File: src/rtl/sck_baud_pkg.sv
// Package: shared widths and the factor decoding for the SCK prescaler.
// Assumes the scale code is at most 4 bits wide so that factors fit 32 bits.
package sck_baud_pkg;

    localparam int unsigned PRE_W = 2;
    localparam int unsigned SCL_W = 4;

    // Prescale factor: 2, 3, 5 or 7.
    function automatic int unsigned pre_factor(input logic [PRE_W-1:0] code);
        case (code)
            2'd0:    return 2;
            2'd1:    return 3;
            2'd2:    return 5;
            default: return 7;
        endcase
    endfunction

    // Scale factor: linear steps of 2 below code 4, powers of two from there.
    function automatic int unsigned scl_factor(input int unsigned code);
        if (code < 4)
            return 2 * (code + 1);
        return 32'd1 << code;
    endfunction

endpackage

File: src/rtl/sck_baud_factor.sv
// Module: turns the captured codes into the period length and half period.
// Purely combinational; assumes the codes are held stable by the caller.
module sck_baud_factor
    import sck_baud_pkg::*;
#(
    parameter int unsigned CNT_W = 18
) (
    input  logic [PRE_W-1:0] pre_q,
    input  logic [SCL_W-1:0] scl_q,
    output logic [CNT_W-1:0] period,
    output logic [CNT_W-1:0] half
);

    // Period is the product of the two factors; half splits it evenly.
    always_comb begin
        period = CNT_W'(pre_factor(pre_q) * scl_factor(32'(scl_q)));
        half   = period >> 1;
    end

endmodule

File: src/rtl/sck_phase_ctr.sv
// Module: counts system-clock cycles modulo the SCK period.
// Assumes period >= 4 and that period only changes while clear is high.
module sck_phase_ctr #(
    parameter int unsigned CNT_W = 18
) (
    input  logic             clk,
    input  logic             rst_n,
    input  logic             clear,
    input  logic [CNT_W-1:0] period,
    output logic [CNT_W-1:0] cnt,
    output logic [CNT_W-1:0] cnt_nxt
);

    // Next count: wrap to zero after the last cycle of a period.
    always_comb begin
        if (cnt == period - CNT_W'(1))
            cnt_nxt = '0;
        else
            cnt_nxt = cnt + CNT_W'(1);
    end

    // Count register: cleared while idle, advances during a frame.
    always_ff @(posedge clk) begin
        if (!rst_n || clear)
            cnt <= '0;
        else
            cnt <= cnt_nxt;
    end

    // the position in the period never leaves the period.
    assert_cnt_in_period_R3: assert property (@(posedge clk) disable iff (!rst_n)
        !clear |-> cnt < period);

endmodule

File: src/rtl/sck_baud_gen.sv
// Module: SPI serial-clock generator with prescale x scale division.
// Captures codes and polarity at frame start; outputs are registered.
// Assumes run is synchronous to clk.
module sck_baud_gen
    import sck_baud_pkg::*;
#(
    parameter int unsigned P_W = PRE_W,
    parameter int unsigned S_W = SCL_W
) (
    input  logic           clk,
    input  logic           rst_n,
    input  logic           run,
    input  logic [P_W-1:0] pre_code,
    input  logic [S_W-1:0] scl_code,
    input  logic           cpol,
    output logic           sck,
    output logic           lead_pulse,
    output logic           trail_pulse
);

    localparam longint unsigned PROD_MAX = 64'd7 * (64'd1 << ((1 << S_W) - 1));
    localparam int unsigned     CNT_W    = $clog2(PROD_MAX + 1);

    logic             active;
    logic             cpol_q;
    logic [P_W-1:0]   pre_q;
    logic [S_W-1:0]   scl_q;
    logic [CNT_W-1:0] period;
    logic [CNT_W-1:0] half;
    logic [CNT_W-1:0] cnt;
    logic [CNT_W-1:0] cnt_nxt;

    sck_baud_factor #(.CNT_W(CNT_W)) u_factor (
        .pre_q  (pre_q),
        .scl_q  (scl_q),
        .period (period),
        .half   (half)
    );

    sck_phase_ctr #(.CNT_W(CNT_W)) u_ctr (
        .clk     (clk),
        .rst_n   (rst_n),
        .clear   (!run || !active),
        .period  (period),
        .cnt     (cnt),
        .cnt_nxt (cnt_nxt)
    );

    // Frame control: capture settings at start, hold them while running.
    always_ff @(posedge clk) begin
        if (!rst_n) begin
            active <= 1'b0;
            cpol_q <= 1'b0;
            pre_q  <= '0;
            scl_q  <= '0;
        end else if (!run) begin
            active <= 1'b0;
        end else if (!active) begin
            active <= 1'b1;
            cpol_q <= cpol;
            pre_q  <= pre_code;
            scl_q  <= scl_code;
        end
    end

    // Output stage: SCK level and edge strobes from the next count.
    always_ff @(posedge clk) begin
        if (!rst_n || !run || !active) begin
            sck         <= cpol;
            lead_pulse  <= 1'b0;
            trail_pulse <= 1'b0;
        end else begin
            sck         <= cpol_q ^ (cnt_nxt >= half);
            lead_pulse  <= (cnt_nxt == half);
            trail_pulse <= (cnt_nxt == '0);
        end
    end

    // a low run leaves SCK idle with no strobes on the next cycle.
    assert_idle_when_stopped_R4: assert property (@(posedge clk) disable iff (!rst_n)
        !run |=> (sck == $past(cpol)) && !lead_pulse && !trail_pulse);

    // strobes never coincide.
    assert_strobes_exclusive_R7: assert property (@(posedge clk) disable iff (!rst_n)
        !(lead_pulse && trail_pulse));

    // each strobe lasts a single cycle.
    assert_lead_single_R7: assert property (@(posedge clk) disable iff (!rst_n)
        lead_pulse |=> !lead_pulse);
    assert_trail_single_R7: assert property (@(posedge clk) disable iff (!rst_n)
        trail_pulse |=> !trail_pulse);

    // a leading strobe coincides with SCK at the active level.
    assert_lead_active_level_R5: assert property (@(posedge clk) disable iff (!rst_n)
        lead_pulse |-> sck != cpol_q);

    // captured settings do not move inside a running frame.
    assert_codes_held_R6: assert property (@(posedge clk) disable iff (!rst_n)
        (active && $past(active) && $past(run)) |-> $stable(pre_q) && $stable(scl_q) && $stable(cpol_q));

endmodule

File: config.mk
export PLATFORM = sky130hd
export DESIGN_NAME = sck_baud_gen
export DESIGN_NICKNAME = d
export VERILOG_FILES = /design/src/rtl/sck_baud_pkg.sv /design/src/rtl/sck_baud_factor.sv /design/src/rtl/sck_phase_ctr.sv /design/src/rtl/sck_baud_gen.sv
export SDC_FILE = /design/constraint.sdc
export NUM_CORES = 1
export LEC_CHECK = 0
export BUFFER_PORTS_ARGS = -buffer_cell sky130_fd_sc_hd__buf_2
export CAP_MARGIN = 20
export CORE_MARGIN = 5
export CORE_UTILIZATION = 29
export DETAILED_ROUTE_END_ITERATION = 6
export SYNTH_ARGS = -nofsm -noshare
export SYNTH_HDL_FRONTEND = slang
export SYNTH_SLANG_ARGS = --single-unit
File: constraint.sdc
create_clock -name clk -period 11.54 [get_ports clk]
set_input_delay 0 -clock clk [delete_from_list [all_inputs] [get_ports clk]]
set_output_delay 0 -clock clk [all_outputs]
set_load 0.01 [all_outputs]
### Word level (Yosys, flattened, before mapping)

Cells that the tools add are included.

| word-level totals | value |
|---|---|
| bits in registers | 29 |
| logic and storage cells | 38 |
| input bits | 10 |
| output and inout bits | 3 |

| cells by class | value |
|---|---|
| $lt $le $gt $ge | 2 |
| add/sub/neg operators | 3 |
| multiplexer cells | 7 |
| bitwise gates (word level) | 2 |
| reduce and logical (&&, ||, !) cells | 10 |
| multiply operators | 1 |
| shift operators | 1 |
| equality and inequality tests | 4 |

Operators with widths:

| cell | number |
|---|---|
| 32-bit 2-to-1 mux | 2 |
| 3-bit by 32-bit multiplier with 18-bit output | 1 |
| 1-bit by 4-bit << shifter with 32-bit output, first input constant | 1 |
| 18-bit by 1-bit adder with 18-bit output, second input constant | 1 |
| 18-bit by 17-bit == test with 1-bit output | 1 |
| 18-bit == test | 1 |
| 18-bit by 17-bit greater-or-equal comparator with 1-bit output | 1 |
| 18-bit logical NOT | 1 |
| 18-bit 2-to-1 mux | 1 |
| 18-bit by 1-bit subtractor with 18-bit output, second input constant | 1 |
| 3-bit case mux with 3 select lines | 1 |
| 4-bit by 1-bit adder with 5-bit output, second input constant | 1 |
| 1-bit logical OR | 4 |
| 4-bit by 3-bit < comparator with 1-bit output, second input constant | 1 |
| 1-bit logical NOT | 3 |
| 1-bit 2-to-1 mux | 3 |
| 2-bit by 1-bit == test with 1-bit output, second input constant | 1 |
| 2-bit == test, second input constant | 1 |
| 2-bit logical NOT | 1 |
| 2-bit AND reduction | 1 |
| 1-bit NOT | 1 |
| 1-bit XOR | 1 |

### Longest topological paths before layout

| logic depth | value |
|---|---|
| depth in word-level cells | 10 |
| depth in mapped cells | 34 |
| gate-level depth less buffers | 30 |

### Hierarchy

A second synthesis with hierarchy kept.

| unflattened totals | value |
|---|---|
| cell total of the unflattened synthesis | 534 |
| area, all modules | 4,092.7 µm² |

Modules (own cells, without submodules):

| module | area each (µm²) | instances | sequential area each (µm²) | cells an instance |
|---|---|---|---|---|
| sck_baud_factor | 1,635.3 | 1 | 0.0 | 223 |
| sck_phase_ctr | 1,532.7 | 1 | 360.3 | 204 |
| sck_baud_gen | 924.6 | 1 | 220.2 | 107 |

### Least setup slack after synthesis

No wires, ideal clock.

| timing path | value |
|---|---|
| path kind | reg2reg |
| start point | reg scl_q[2] |
| end point | reg sck |
| stages on the path, launching flop included | 32 |
| setup time | 0.122 ns |
| period minus slack after synthesis | 6.672 ns |
| data arrival time | 6.550 ns |
| slack | 4.868 ns |
| data required time | 11.418 ns |
| buffers on the path | 2 |
| cells stage by stage | dfxtp_1 > inv_1 > clkbuf_1 > ha_1 > nor2_1 > a21oi_1 > nor3_1 > fa_1 > inv_1 > fa_1 > nand2b_1 > a211oi_4 > nor3_1 > a311oi_4 > nand4_2 > or4_4 > a211oi_2 > nand4_1 > a221oi_4 > buf_6 > nor2_2 > ha_1 > a21o_1 > a21o_1 > a21oi_1 > nor2_1 > a2111oi_0 > o21ai_0 > a21oi_1 > o21ai_0 > a21oi_1 > nand3_1 |

| between the ends | value |
|---|---|
| longest elaborated chain between the ends | 10 |
| elaborated cells between the ends (all ways) | 13 |
| those cells by class | add/sub: 2; mul: 1; order compare: 2; eq/ne: 1; shift: 1; mux: 5; bitwise: 1 |

RTL lines:

| item | RTL line | source |
|---|---|---|
| start, declared | sck_baud_gen.sv:27 | `logic [S_W-1:0] scl_q;` |
| start signal, assigned | sck_baud_gen.sv:62 | `scl_q <= scl_code;` |
| 4-bit by 1-bit adder with 5-bit output or 4-bit by 3-bit < comparator with 1-bit output (tied branches) | sck_baud_pkg.sv:21, sck_baud_pkg.sv:20 |  |
| 32-bit 2-to-1 mux or 1-bit 2-to-1 mux (tied branches) | sck_baud_pkg.sv:20 | `if (code < 4)` |
| 32-bit 2-to-1 mux (*) | sck_baud_pkg.sv:22 | `return 32'd1 << code;` |
| 3-bit by 32-bit multiplier with 18-bit output (*) | sck_baud_factor.sv:16 | `period = CNT_W'(pre_factor(pre_q) * scl_factor(32'(scl_q)));` |
| 18-bit by 1-bit subtractor with 18-bit output (*) | sck_phase_ctr.sv:16 | `if (cnt == period - CNT_W'(1))` |
| 18-bit == test (*) | sck_phase_ctr.sv:16 |  |
| 18-bit 2-to-1 mux (*) | sck_phase_ctr.sv:16 |  |
| net cnt_nxt[3] | sck_baud_gen.sv:31 | `logic [CNT_W-1:0] cnt_nxt;` |
| 18-bit by 17-bit greater-or-equal comparator with 1-bit output (*) | sck_baud_gen.sv:73 | `sck <= cpol_q ^ (cnt_nxt >= half);` |
| 1-bit XOR (*) | sck_baud_gen.sv:73 |  |
| 1-bit 2-to-1 mux (*) | sck_baud_gen.sv:68 | `if (!rst_n \|\| !run \|\| !active) begin` |
| end signal, assigned | sck_baud_gen.sv:69 | `sck <= cpol;` |
| end signal, assigned | sck_baud_gen.sv:73 |  |
| end, declared | sck_baud_gen.sv:16 | `output logic sck,` |

Mark *: on every way through the listed nets, which the timed path passes. The rest lies on a longest branch.
A chain may end at the register's enable or synchronous reset.

### Final worst setup path

Ends and elaborated chain as after synthesis.

==> results by group <==
Routing
  • Initial DRC count: about 200
  • Initial DRT Pass Iterations: 5
  • WL per Instance: 14.1 µm
  • Drc violations: 0
  • Final wirelength: between 10 and 15 mm
  • Final ANT Viol Nets: 0
  • DR vias/cell: roughly 5.2
  • Vias: 3810

Final layout
  • Area delta synth->final: 8.86%
  • # nets final: 609
  • FF/Latch Area: about 580 µm²
  • Final instance area: 0.00464 mm²
  • Diodes inserted: 0
  • Share of layout cells above drive strength 1: between 10% and 20%
  • Area occupied by multi-input gates: 0.00345 mm²
  • Fillers: 1528

Power
  • Max VDD drop: between 0.00009 and 0.0001 V
  • Seq pwr share: a little under a third
  • Power per cell area: 72.0 mW/mm²
  • Clock share of power: 36.2%
  • Logic pwr share: 31.9%
  • NetSw: 0.107 mW
  • Leak: 2.01 nW
  • Switching part of the total: 32.1%
  • Internal: ~0.23 mW
  • Pwr Total: 0.334 mW

Timing
  • RSZ-0062 raised after global routing: no
  • Final period utilization: a little under three quarters
  • Hold slack final: 0.00428 ns
  • Final Hold Viols: 0
  • Fin. max-slew vios: 0
  • Count of final setup violators: 0
  • Min Tclk post-route: just over 8 ns
  • Max Fclk: 121 MHz
  • Worst rel slew slack: 39.3%
  • Worst-margin pin slew: 0.911 ns
  • Clock Skew: between 0.004 and 0.005 ns
  • Setup_tns: 0 ns

Worst hold path
  • Hold path cells: 3
  • Hold path endpoint: pre_q[0]
  • Hold_sp: pre_code[0]
  • Worst Hold Class: in -> reg

Floorplanning
  • Core area: 0.0145 mm²
  • Die Ht: 131 µm
  • IO Count: 13
  • Initial core utilization: 29.5%
  • # rows: 44
  • Die Area: 0.0172 mm²
  • Die W: 131 µm

Worst setup path
  • Worst Path Max Fanout: 25
  • WP data arrival: approximately 8.4 ns
  • CP endpoint kind: flip-flop
  • Crit Path Class: reg -> reg
  • Crit path top cell by count: a21oi_1
  • CP required: 11.69 ns
  • R2r endpoint: sck
  • CP max stage delay: 0.76 ns
  • R2r worst-path depth: 29
  • Reg2reg setup slack: 3.29 ns
  • CP max stage cell: dfxtp_1
  • Worst R2R Start: scl_q[2]
  • Critical Path Start Type: flip-flop

Global route
  • Largest net degree at the start of global routing: 26
  • First-pass GRT wire length: 17.5 mm
  • Gr usage total: 11.7%
  • GR Util met3: 1.61%
  • Grt met1 use: 14.7%
  • Initial antenna violation count: 0
  • Vias in the first global route: 3692
  • GRT overflow: 0
  • Met2 Use GR: roughly a fifth
  • Busiest metal layer after global routing: met2

Clocking
  • Clock Sinks: 29
  • CTS tree: yes
  • Clock latency on the worst-skew pair: 0.27 ns
  • TritonCTS buffer count: 5
  • H-tree levels: 2
  • Clk slew on worst S/H paths: 0.05 ns
  • Max Root-Sink Buffers: 2
  • Postcts setup bufs: 0
  • Root Buffer: clkbuf_16
  • Post-cts resize count: 0

Status
  • Status: finished, final reports clean

Logic synthesis
  • Syn_area_per_cell: 7.95 µm²
  • Synth cell count leaders: 61 x nor2_1, 42 x ha_1, 38 x nand2_1
  • Top_reg_cell synth: dfxtp_1
  • Number of synthesized register bits: 29
  • Syn Std Cell Area: 0.00427 mm²
  • Post-synth EDFFs: 0
  • Yosys top cell area share: between 10% and 20%
  • Yosys cell types: 80
  • YS warnings: 0
  • Syn Inst Count: 537
  • Most frequent cell after synthesis: nor2_1
  • Synth top area cells: dfxtp_1 14%, ha_1 12%, fa_1 7.0%, nor2_1 5.4%, xnor2_1 5.1%
  • Sequential fraction of the synthesis area: a little over an eighth
  • Biggest area consumer among synthesized cells: dfxtp_1
  • Async set-reset flop share out of synthesis: 0%

Flow run
  • Max-cap violations: 0

Place
  • Post-DP Area: 0.00444 mm²
  • Final HPWL DP: ~8.4 mm
  • Final RePlAce weighted congestion: 0.888
  • I/O Buffers: 12
==> worst max-delay path: cells and delay by family (launching register included) <==
family,cells,cell delay (ns)
AO/OA/AOI/OAI,13,3.63
adder cells (fa/ha/maj),4,1.72
buffers and inverters,2,0.42
flip-flops,1,0.76
AND/OR/NAND/NOR,10,1.58
==> what timing repair did <==
action | CTS | global route
hold buffers | 7 | 0
endpoints found under the setup margin | 0 | 0
endpoints found under the hold margin | 7 | 0
==> power by group through the flow <==
stage	clock (mW)	combinational [mW]	sequential [mW]
2_1_floorplan	0	0.0849	0.106
3_3_place_gp	0	0.100	0.108
3_5_place_dp	0	0.104	0.108
4_1_cts	0.125	0.106	0.106
5_1_grt	0.129	0.119	0.107
6_report	0.121	0.107	0.107
==> state kept, by name, summed over array words and instances (netlist names) <==
signal / cells
active: 1
cpol_q: 1
lead_pulse: 1
pre_q: 2
sck: 1
scl_q: 4
trail_pulse: 1
u_ctr.cnt: 18
==> cell type report <==
class	count	area share, %
inverters	30	2.42
repair buffers	19	2.80
clock inverters	2	0.216
flip-flops and latches	29	12.5
well taps	184	4.96
multi-input cells	457	74.3
clock buffers	6	2.77
==> cells in the final DEF (no fill, tap or decap), types with 3 or more instances in the layout <==
master / netlist / routed
a211oi_1: 3 / 3
a21o_1: 8 / 8
a21o_2: 3 / 3
a21oi_1: 27 / 27
a31oi_1: 6 / 6
and2_1: 6 / 6
and3_1: 21 / 21
buf_2: 1 / 12
clkbuf_16: 0 / 5
conb_1: 2 / 3
dfxtp_1: 29 / 29
dlygate4sd3_1: 0 / 7
fa_1: 15 / 15
ha_1: 42 / 42
inv_1: 30 / 30
mux2i_1: 9 / 9
nand2_1: 38 / 38
nand2b_1: 6 / 6
nand3_1: 30 / 30
nand4_1: 15 / 15
nor2_1: 61 / 61
nor2_2: 10 / 10
nor2b_1: 13 / 13
nor3_1: 16 / 16
nor3b_1: 6 / 6
nor4_1: 6 / 6
o211ai_1: 3 / 3
o21a_1: 3 / 3
o21ai_0: 8 / 8
xnor2_1: 25 / 25
xor2_1: 21 / 21
==> worst max-delay path by stage <==
stage | startpoint | to | slack, ns | cells after the start
6_report | scl_q[2] | sck | 3.29 | 29
5_1_grt | scl_q[2] | sck | 2.71 | 29
2_1_floorplan | scl_q[2] | sck | 4.87 | 31
3_5_place_dp | scl_q[2] | sck | 3.41 | 29
3_3_place_gp | scl_q[2] | sck | 3.81 | 29
4_1_cts | scl_q[2] | sck | 3.38 | 29
==> layer usage <==
metal,part of all wire [%],vias up
met5,0,-
met3,3.9,9
li1,-,1913
met2,50,92
met4,0.82,0
met1,45,1796
==> cell families (layout without fill, tap and decap cells) <==
group | count (synthesis) | in the layout | share of synthesized area, %
mux | 9 | 9 | 2.11
buf+inv | 52 | 57 | 5.57
xor+xnor | 48 | 48 | 10.6
simple gates | 250 | 250 | 31.4
flops | 29 | 29 | 13.6
compound gates | 90 | 90 | 17.2
fa+ha+maj | 57 | 57 | 19.4
other cells | 2 | 3 | 0.176
==> per-stage QoR <==
stage,std cells,setup WS (ns),util [%]
5_1_grt,727,2.71,32.1
3_5_place_dp,712,3.41,30.6
4_1_cts,727,3.38,32.1
3_3_place_gp,712,3.81,30.6
2_1_floorplan,538,4.87,-
6_report,727,3.29,32.1
Note: power is estimated with default switching activity, not from simulation.
